$ cat src/rtl/burst_seq_pkg.sv
package burst_seq_pkg;
  typedef enum logic [1:0] {
    BLEN_4  = 2'd0,
    BLEN_8  = 2'd1,
    BLEN_16 = 2'd2,
    BLEN_32 = 2'd3
  } blen_e;

  localparam int MAX_LOG2 = 5;

  // log2 of the burst length for a code
  function automatic logic [2:0] len_log2(blen_e code);
    return 3'(code) + 3'd2;
  endfunction
endpackage

$ cat src/rtl/burst_next_addr.sv
module burst_next_addr #(
  parameter int AW       = 20,
  parameter int ROW_BITS = 7
) (
  input  logic [AW-1:0] cur,
  input  logic          wrap,
  input  logic [2:0]    lg,
  output logic [AW-1:0] nxt,
  output logic          row_cross
);
  logic [AW-1:0] mask;
  logic [AW-1:0] inc;

  always_comb begin
    mask = (AW'(1) << lg) - AW'(1);
    inc  = cur + AW'(1);
    nxt  = wrap ? ((cur & ~mask) | (inc & mask)) : inc;
  end

  generate
    if (ROW_BITS > 0) begin : g_rows
      assign row_cross = !wrap && (nxt[ROW_BITS-1:0] == '0);
    end else begin : g_norows
      assign row_cross = !wrap;
    end
  endgenerate
endmodule

$ cat src/rtl/burst_stall_timer.sv
module burst_stall_timer #(
  parameter int STALL_CLKS = 3
) (
  input  logic clk,
  input  logic rst_n,
  input  logic clear,
  input  logic load,
  output logic busy
);
  localparam int SW = $clog2(STALL_CLKS + 1);
  logic [SW-1:0] cnt;

  always_ff @(posedge clk) begin
    if (!rst_n || clear)  cnt <= '0;
    else if (load)        cnt <= SW'(STALL_CLKS);
    else if (cnt != '0)   cnt <= cnt - SW'(1);
  end

  assign busy = (cnt != '0);
endmodule

$ cat src/rtl/burst_beat_counter.sv
module burst_beat_counter #(
  parameter int CW = 5
) (
  input  logic       clk,
  input  logic       rst_n,
  input  logic       clear,
  input  logic       inc,
  input  logic       cont,
  input  logic [2:0] lg,
  output logic       at_end
);
  logic [CW-1:0] cnt;
  logic [CW-1:0] lenm1;

  always_ff @(posedge clk) begin
    if (!rst_n || clear) cnt <= '0;
    else if (inc)        cnt <= cnt + CW'(1);
  end

  always_comb begin
    lenm1  = CW'((32'd1 << lg) - 32'd1);
    at_end = !cont && (cnt == lenm1);
  end
endmodule

$ cat src/rtl/burst_addr_seq.sv
module burst_addr_seq
  import burst_seq_pkg::*;
#(
  parameter int AW         = 20,
  parameter int ROW_WORDS  = 128,
  parameter int STALL_CLKS = 3
) (
  input  logic          clk,
  input  logic          rst_n,
  input  logic          start,
  input  logic [AW-1:0] start_addr,
  input  logic [1:0]    blen,
  input  logic          wrap_en,
  input  logic          cont_en,
  input  logic          word_ready,
  output logic          word_valid,
  output logic [AW-1:0] word_addr,
  output logic          word_last,
  output logic          row_stall
);
  localparam int ROW_BITS = $clog2(ROW_WORDS);

  logic          active_q;
  logic          wrap_q;
  logic          cont_q;
  logic [2:0]    lg_q;
  logic [AW-1:0] addr_q;
  logic [AW-1:0] nxt_addr;
  logic          row_cross;
  logic          stall_busy;
  logic          beat_end;
  logic          fire;

  assign fire = word_valid && word_ready;

  always_ff @(posedge clk) begin
    if (!rst_n) begin
      active_q <= 1'b0;
      wrap_q   <= 1'b0;
      cont_q   <= 1'b0;
      lg_q     <= 3'd2;
      addr_q   <= '0;
    end else if (start) begin
      active_q <= 1'b1;
      wrap_q   <= wrap_en && !cont_en;
      cont_q   <= cont_en;
      lg_q     <= len_log2(blen_e'(blen));
      addr_q   <= start_addr;
    end else if (fire) begin
      if (word_last) active_q <= 1'b0;
      else           addr_q   <= nxt_addr;
    end
  end

  burst_next_addr #(.AW(AW), .ROW_BITS(ROW_BITS)) u_next (
    .cur(addr_q), .wrap(wrap_q), .lg(lg_q),
    .nxt(nxt_addr), .row_cross(row_cross)
  );

  burst_stall_timer #(.STALL_CLKS(STALL_CLKS)) u_stall (
    .clk(clk), .rst_n(rst_n), .clear(start),
    .load(fire && !word_last && row_cross), .busy(stall_busy)
  );

  burst_beat_counter #(.CW(MAX_LOG2)) u_beats (
    .clk(clk), .rst_n(rst_n), .clear(start), .inc(fire),
    .cont(cont_q), .lg(lg_q), .at_end(beat_end)
  );

  assign word_valid = active_q && !stall_busy;
  assign row_stall  = active_q && stall_busy;
  assign word_last  = word_valid && beat_end;
  assign word_addr  = addr_q;
endmodule

$ cat config.mk
export PLATFORM = sky130hd
export DESIGN_NAME = burst_addr_seq
export DESIGN_NICKNAME = d
export VERILOG_FILES = /design/src/rtl/burst_seq_pkg.sv /design/src/rtl/burst_next_addr.sv /design/src/rtl/burst_stall_timer.sv /design/src/rtl/burst_beat_counter.sv /design/src/rtl/burst_addr_seq.sv
export SDC_FILE = /design/constraint.sdc
export NUM_CORES = 1
export LEC_CHECK = 0
export ABC_CLOCK_PERIOD_IN_PS = 3100
export CAP_MARGIN = 40
export CORE_ASPECT_RATIO = 0.6
export CORE_MARGIN = 2
export CORE_UTILIZATION = 45
export CTS_BUF_LIST = sky130_fd_sc_hd__clkbuf_16
export DETAILED_ROUTE_END_ITERATION = 7
export PLACE_DENSITY = 0.74
export SETUP_SLACK_MARGIN = 0.2
export SLEW_MARGIN = 5
export SYNTH_ARGS = -nofsm -noshare
export SYNTH_HDL_FRONTEND = slang
export SYNTH_SLANG_ARGS = --single-unit
$ cat constraint.sdc
create_clock -name clk -period 3.1 [get_ports clk]
set_input_delay 0.62 -clock clk [delete_from_list [all_inputs] [get_ports clk]]
set_output_delay 0.62 -clock clk [all_outputs]
set_load 0.005 [all_outputs]
==> impl_metrics.toml, run 1 <==
[yosys]
synth-compound-area-share = 0.2141
post-synth-top-count-cell = "dfxtp_1"
synth_top_family_by_area = "simple AND/OR/NAND/NOR gates"
synth_top_cell_by_area = "dfxtp_1"
synthXorXnorAreaFrac = 0.09211
synth-seq-cells = 33
yosys.area_share.simple = 0.2703
netlist_instances = 251
synth_area_um2 = 2092
synth_ff_type = "dfxtp_1"
yosysUniqueCellTypes = 47
async_reset_ff_frac = 0
synth_commonest_cells = "dfxtp_1 (33), o21ai_0 (32), nand2_1 (20), a21oi_1 (17), xor2_1 (14)"
muxShareOfSynthArea = 0.01435
syn_nets = 284
synth-edff-count = 0
ys_seq_area_frac = 0.3158
yosys.area_share.adder = 0.02990
yosys-top-cells-area = "dfxtp_1 (32%), o21ai_0 (7.7%), xor2_1 (5.9%)"
synth_warnings = 0
yosysTopAreaCellShare = 0.3158
syn_avg_cell_area_um2 = 8.335

[min_path]
min_from = "lg_q[2]"
hold_path_depth = 2
min_to = "lg_q[2]"
hp-class = "reg -> reg"

[drt]
vias = 1992
vias_per_cell = 5.443
route.detailed.drc = 0
routedWlPerCell_um = 14.51
antenna_left = 0
drt_iter0_markers = 144
dr.pass1.iters = 4
wl_um = 5310

[run_status]
run_status = "finished, final reports clean"

[critical_path]
critPathMaxStageDelay_ps = 490
crit_family = "simple AND/OR/NAND/NOR gates"
worstPathMaxFanout = 4
cpMaxStageDelayCell = "or4b_4"
cp-end-kind = "output port"
r2r_cells = 9
critPathKind = "reg -> out"
cp_cell_sequence = "or3_4 -> ha_4 -> or4b_4 -> a31o_1 -> nand4_4 -> nor2_2 -> clkbuf_2"
worst-path-buf-inv = 1
cp.arrival_ps = 2140
required_ps = 2480
r2r-start = "lg_q[2]"
startpoint_type = "flop"
r2r_setup_slack_ps = 350

[global_routing]
grt_max_degree = 39
grt_pass1_wl_um = 8631
grt_usage = 0.2123
grt_pass1_vias = 1753
antenna_found_initial = 0
grt_overflow = 0

[placement]
portBuffers = 50
place_hpwl_um = 3895
place_ws_ps = 213.9
gp_congestion = 0.8704
place_area_um2 = 2653

[sta]
rsz0062_at_grt = "false"
period_minus_slack_ps = 2765
timing.slew.headroom = 0.7269
finalCritPeriodShare = 0.8918
max_freq_ghz = 0.3617
worst_slack_ps = 335.3
slew_viol_final = 0
fin_skew_ps = 4.343
tightest_slew_ps = 408.8
fin_setup_tns_ps = 0
setup_viol = 0
hold_viol = 0

[clock_network]
hold_buffers = 0
cts_tree = "built"
clkTransAtPathRegs_ps = 50
cts_sinks = 33
htreeDepth = 2
clockRootBuffer = "clkbuf_16"
numCtsBuffers = 5
cts_buffer_depth = 2
clock_latency_ps = 280

[final_layout]
drive_gt1_frac = 0.1122
area_growth_pct = 34.15
final_area_um2 = 2806
diodes = 0
fill_cells = 399
multi_input_area_um2 = 1318
regArea_um2 = 661.9
final_nets = 336

[floorplan]
row_count = 19
initial_core_util = 0.4632
coreArea_um2 = 4517
die_x_um = 92.03
die_y_um = 56.82
ios = 51
die_area_um2 = 5228

[power_and_ir_drop]
ir_worst_vdd_v = 0.0002135
p_total_w = 0.001138
p_per_area_nw_per_um2 = 405.5
cellLeakagePower_nw = 1.006

[run]
cap_viol_max_count = 0
## report_power, final
| part | switching, W | internal [W] | total [W] |
|---|---|---|---|
| registers | 0.0000318 | 0.000449 | 0.000481 |
| clock network | 0.000168 | 0.000286 | 0.000455 |
| logic | 0.0000861 | 0.000116 | 0.000202 |
## final cells by class
cell class / instances / share of cell area
clock buffers: 5 / 0.04458
clock inverters: 2 / 0.002675
inverters: 10 / 0.01337
multi-input cells: 193 / 0.4695
flip-flops and latches: 33 / 0.2358
well taps: 63 / 0.02809
repair buffers: 60 / 0.2060
## metrics by stage
stage | hold slack [ps] | instances | util
global placement | 466.8 | 358 | 0.5873
floorplan | 453.4 | 251 | -
detailed placement | 482.3 | 358 | 0.5873
global route | 522.8 | 366 | 0.6213
CTS | 484.9 | 366 | 0.6216
finish | 484.3 | 366 | 0.6213
## cell usage in the layout (no fill, tap or decap), types with 2 or more instances in the layout
cell             synthesis  layout
clkdlybuf4s50_1          0      49
o21ai_0                 32      32
dfxtp_1                 33      32
nand2_1                 20      20
a21oi_1                 17      17
xor2_1                  14      14
inv_1                   10      11
nor2_1                  12      11
nand3_1                 11      11
a31oi_1                  9       9
xnor2_1                  8       8
buf_4                    6       8
nand4_1                  7       7
or3_1                    7       7
nor2b_1                  5       5
and3_1                   5       5
clkbuf_16                0       5
ha_1                     5       4
o211ai_1                 3       3
nand4_4                  3       3
a21boi_0                 3       3
mux2i_1                  3       3
o31ai_1                  2       2
nand2b_1                 2       2
nor3_1                   2       2
a41oi_1                  2       2
o31ai_2                  2       2
buf_6                    2       2
## repair_timing
item / CTS / global route
pin swaps: 5 / 6
setup buffers: 1 / 0
hold endpoints to repair: 0 / 0
resized for setup: 5 / 2
endpoints found under the setup margin: 1 / 4
## worst register-to-register path, delay by kind of cell (launching register included)
family,cells,cell delay (ps)
fa+ha+maj,1,180
compound gates,2,380
buf+inv,1,190
simple gates,5,1600
flops,1,330
## worst max-delay path by stage
stage                  from        end  depth (start not counted)
CTS                 lg_q[2]  word_last                          7
global placement    lg_q[2]  word_last                          7
floorplan           lg_q[2]  word_last                          9
global route        lg_q[2]       flop                          9
detailed placement  lg_q[2]  word_last                          9
finish              lg_q[2]  word_last                          7
## cell families after synthesis
kind of cell               Yosys count
AOI/OAI and AO/OA                   73
xor gates and xnor gates            22
adders and majority gates            5
buffers and inverters               25
DFF                                 33
muxes                                3
and+or+nand+nor                     90
## per-layer routing
| layer | track usage | vias to the layer above | share of wire |
|---|---|---|---|
| met5 | 0 | - | 0 |
| met4 | 0.03838 | 0 | 0.0068 |
| met3 | 0.06980 | 5 | 0.078 |
| met2 | 0.2899 | 67 | 0.41 |
| met1 | 0.3231 | 911 | 0.51 |
| li1 | - | 1009 | - |
No activity file was read; power rests on OpenSTA's default activity.
==> inputs of run 2 (changes only) <==
--- a/config.mk
+++ b/config.mk
@@ -8,7 +8,6 @@
 export ABC_CLOCK_PERIOD_IN_PS = 3100
 export CAP_MARGIN = 40
 export CORE_ASPECT_RATIO = 0.6
-export CORE_MARGIN = 2
 export CORE_UTILIZATION = 45
 export CTS_BUF_LIST = sky130_fd_sc_hd__clkbuf_16
 export DETAILED_ROUTE_END_ITERATION = 7
==> impl_metrics.toml, run 2 (synthesized netlist as in run 1, its figures left out) <==
[critical_path]
required_ps = 2480
cp-end-kind = "output port"
worstPathMaxFanout = 5
cpMaxStageDelayCell = "or4b_4"
cp.arrival_ps = 2200
r2r_setup_slack_ps = 320
critPathMaxStageDelay_ps = 520
startpoint_type = "flop"
cp_cell_sequence = "or3_4 -> ha_4 -> or4b_4 -> a31o_1 -> nand4_4 -> nor2_2 -> clkbuf_2"
critPathKind = "reg -> out"

[sta]
tightest_slew_ps = 397.5
period_minus_slack_ps = 2815
holdWs_ps = 489.8
finalCritPeriodShare = 0.9081
rsz0062_at_grt = "true"
slew_viol_final = 0
fin_setup_tns_ps = 0
max_freq_ghz = 0.3552
hold_viol = 0
fin_skew_ps = 4.809
setup_viol = 0
timing.slew.headroom = 0.7347

[drt]
dr.pass1.iters = 4
drt_iter0_markers = 90
vias = 1991
route.detailed.drc = 0
vias_per_cell = 5.470
antenna_left = 0
routedWlPerCell_um = 13.95
wl_um = 5076

[global_routing]
grt_pass1_vias = 1737
grt_usage = 0.2215
grt_overflow = 0
antenna_found_initial = 0
grt_pass1_wl_um = 8418
grt_max_degree = 39

[power_and_ir_drop]
p_per_area_nw_per_um2 = 406.2
ir_worst_vdd_v = 0.0002601
cellLeakagePower_nw = 1.014

[clock_network]
hold_buffers = 0
numCtsBuffers = 5
htreeDepth = 2
cts_sinks = 33
clockRootBuffer = "clkbuf_16"
clkTransAtPathRegs_ps = 50
clock_latency_ps = 270
cts_buffer_depth = 2
cts_tree = "built"

[placement]
gp_congestion = 0.8501
portBuffers = 50
place_area_um2 = 2649
place_hpwl_um = 3766

[final_layout]
diodes = 0
final_cell_mix = "clkdlybuf4s50_1 (49), o21ai_0 (32), dfxtp_1 (32)"
drive_gt1_frac = 0.1118
final_area_um2 = 2803
final_common_cell = "clkdlybuf4s50_1"
area_growth_pct = 33.97
final_nets = 336

[floorplan]
initial_core_util = 0.4889
ios = 51
coreArea_um2 = 4279
die_x_um = 90.03
row_count = 18
die_y_um = 54.82
die_area_um2 = 4935

[run_status]
run_status = "finished, final reports clean"

[run]
cap_viol_max_count = 0

[min_path]
hp-class = "reg -> reg"
==> run 2: report_power, final <==
group	leakage, nW	switching (W)	internal (W)
combinational	0.664	0.0000860	0.000116
clock	0.0776	0.000168	0.000288
sequential	0.273	0.0000313	0.000449
==> run 2: cell type report <==
class                   count  area, um^2
fillers                   377        1476
repair buffers             60       574.3
clock buffers               5       125.1
flip-flops and latches     33       661.9
multi-input cells         193        1318
inverters                  10       37.54
clock inverters             3       11.26
well taps                  60       75.07
==> run 2: worst paths after layout <==
kind	from	endpoint	depth (start not counted)
worst min register to register	u_beats.cnt[4]	u_beats.cnt[4]	2
worst max-delay path	lg_q[2]	word_last	7
worst min-delay path	u_beats.cnt[4]	u_beats.cnt[4]	2
worst max register to register	lg_q[2]	flop	9
==> run 2: repair_timing <==
action	4_1_cts	5_1_grt
hold endpoints to repair	0	0
resized for setup	4	2
endpoints found under the setup margin	1	2
setup buffers	1	0
pin swaps	5	2
==> run 2: layer usage <==
metal  share of wire  vias up  track usage
met5               0        -            0
met4          0.0053        0      0.05914
met3           0.081        5      0.05694
met2            0.39       61       0.3181
met1            0.52      913       0.3245
li1                -     1012            -
==> run 2: critical path, delay by kind of cell (launching register included) <==
kind / cells / cell delay (ps)
adder cells (fa/ha/maj): 1 / 190
AND/OR/NAND/NOR: 4 / 1050
flip-flops: 1 / 330
buffers and inverters: 1 / 100
AO/OA/AOI/OAI: 1 / 250
==> run 2: stage by stage <==
step | setup slack (ps) | util | instances | total power (W)
detailed placement | 199.1 | 0.6190 | 355 | 0.0006855
global route | 162.7 | 0.6550 | 364 | 0.001186
global placement | 232.8 | 0.6190 | 355 | 0.0006826
CTS | 217.5 | 0.6553 | 364 | 0.001143
finish | 284.8 | 0.6550 | 364 | 0.001138
floorplan | 289.0 | - | 251 | 0.0005890
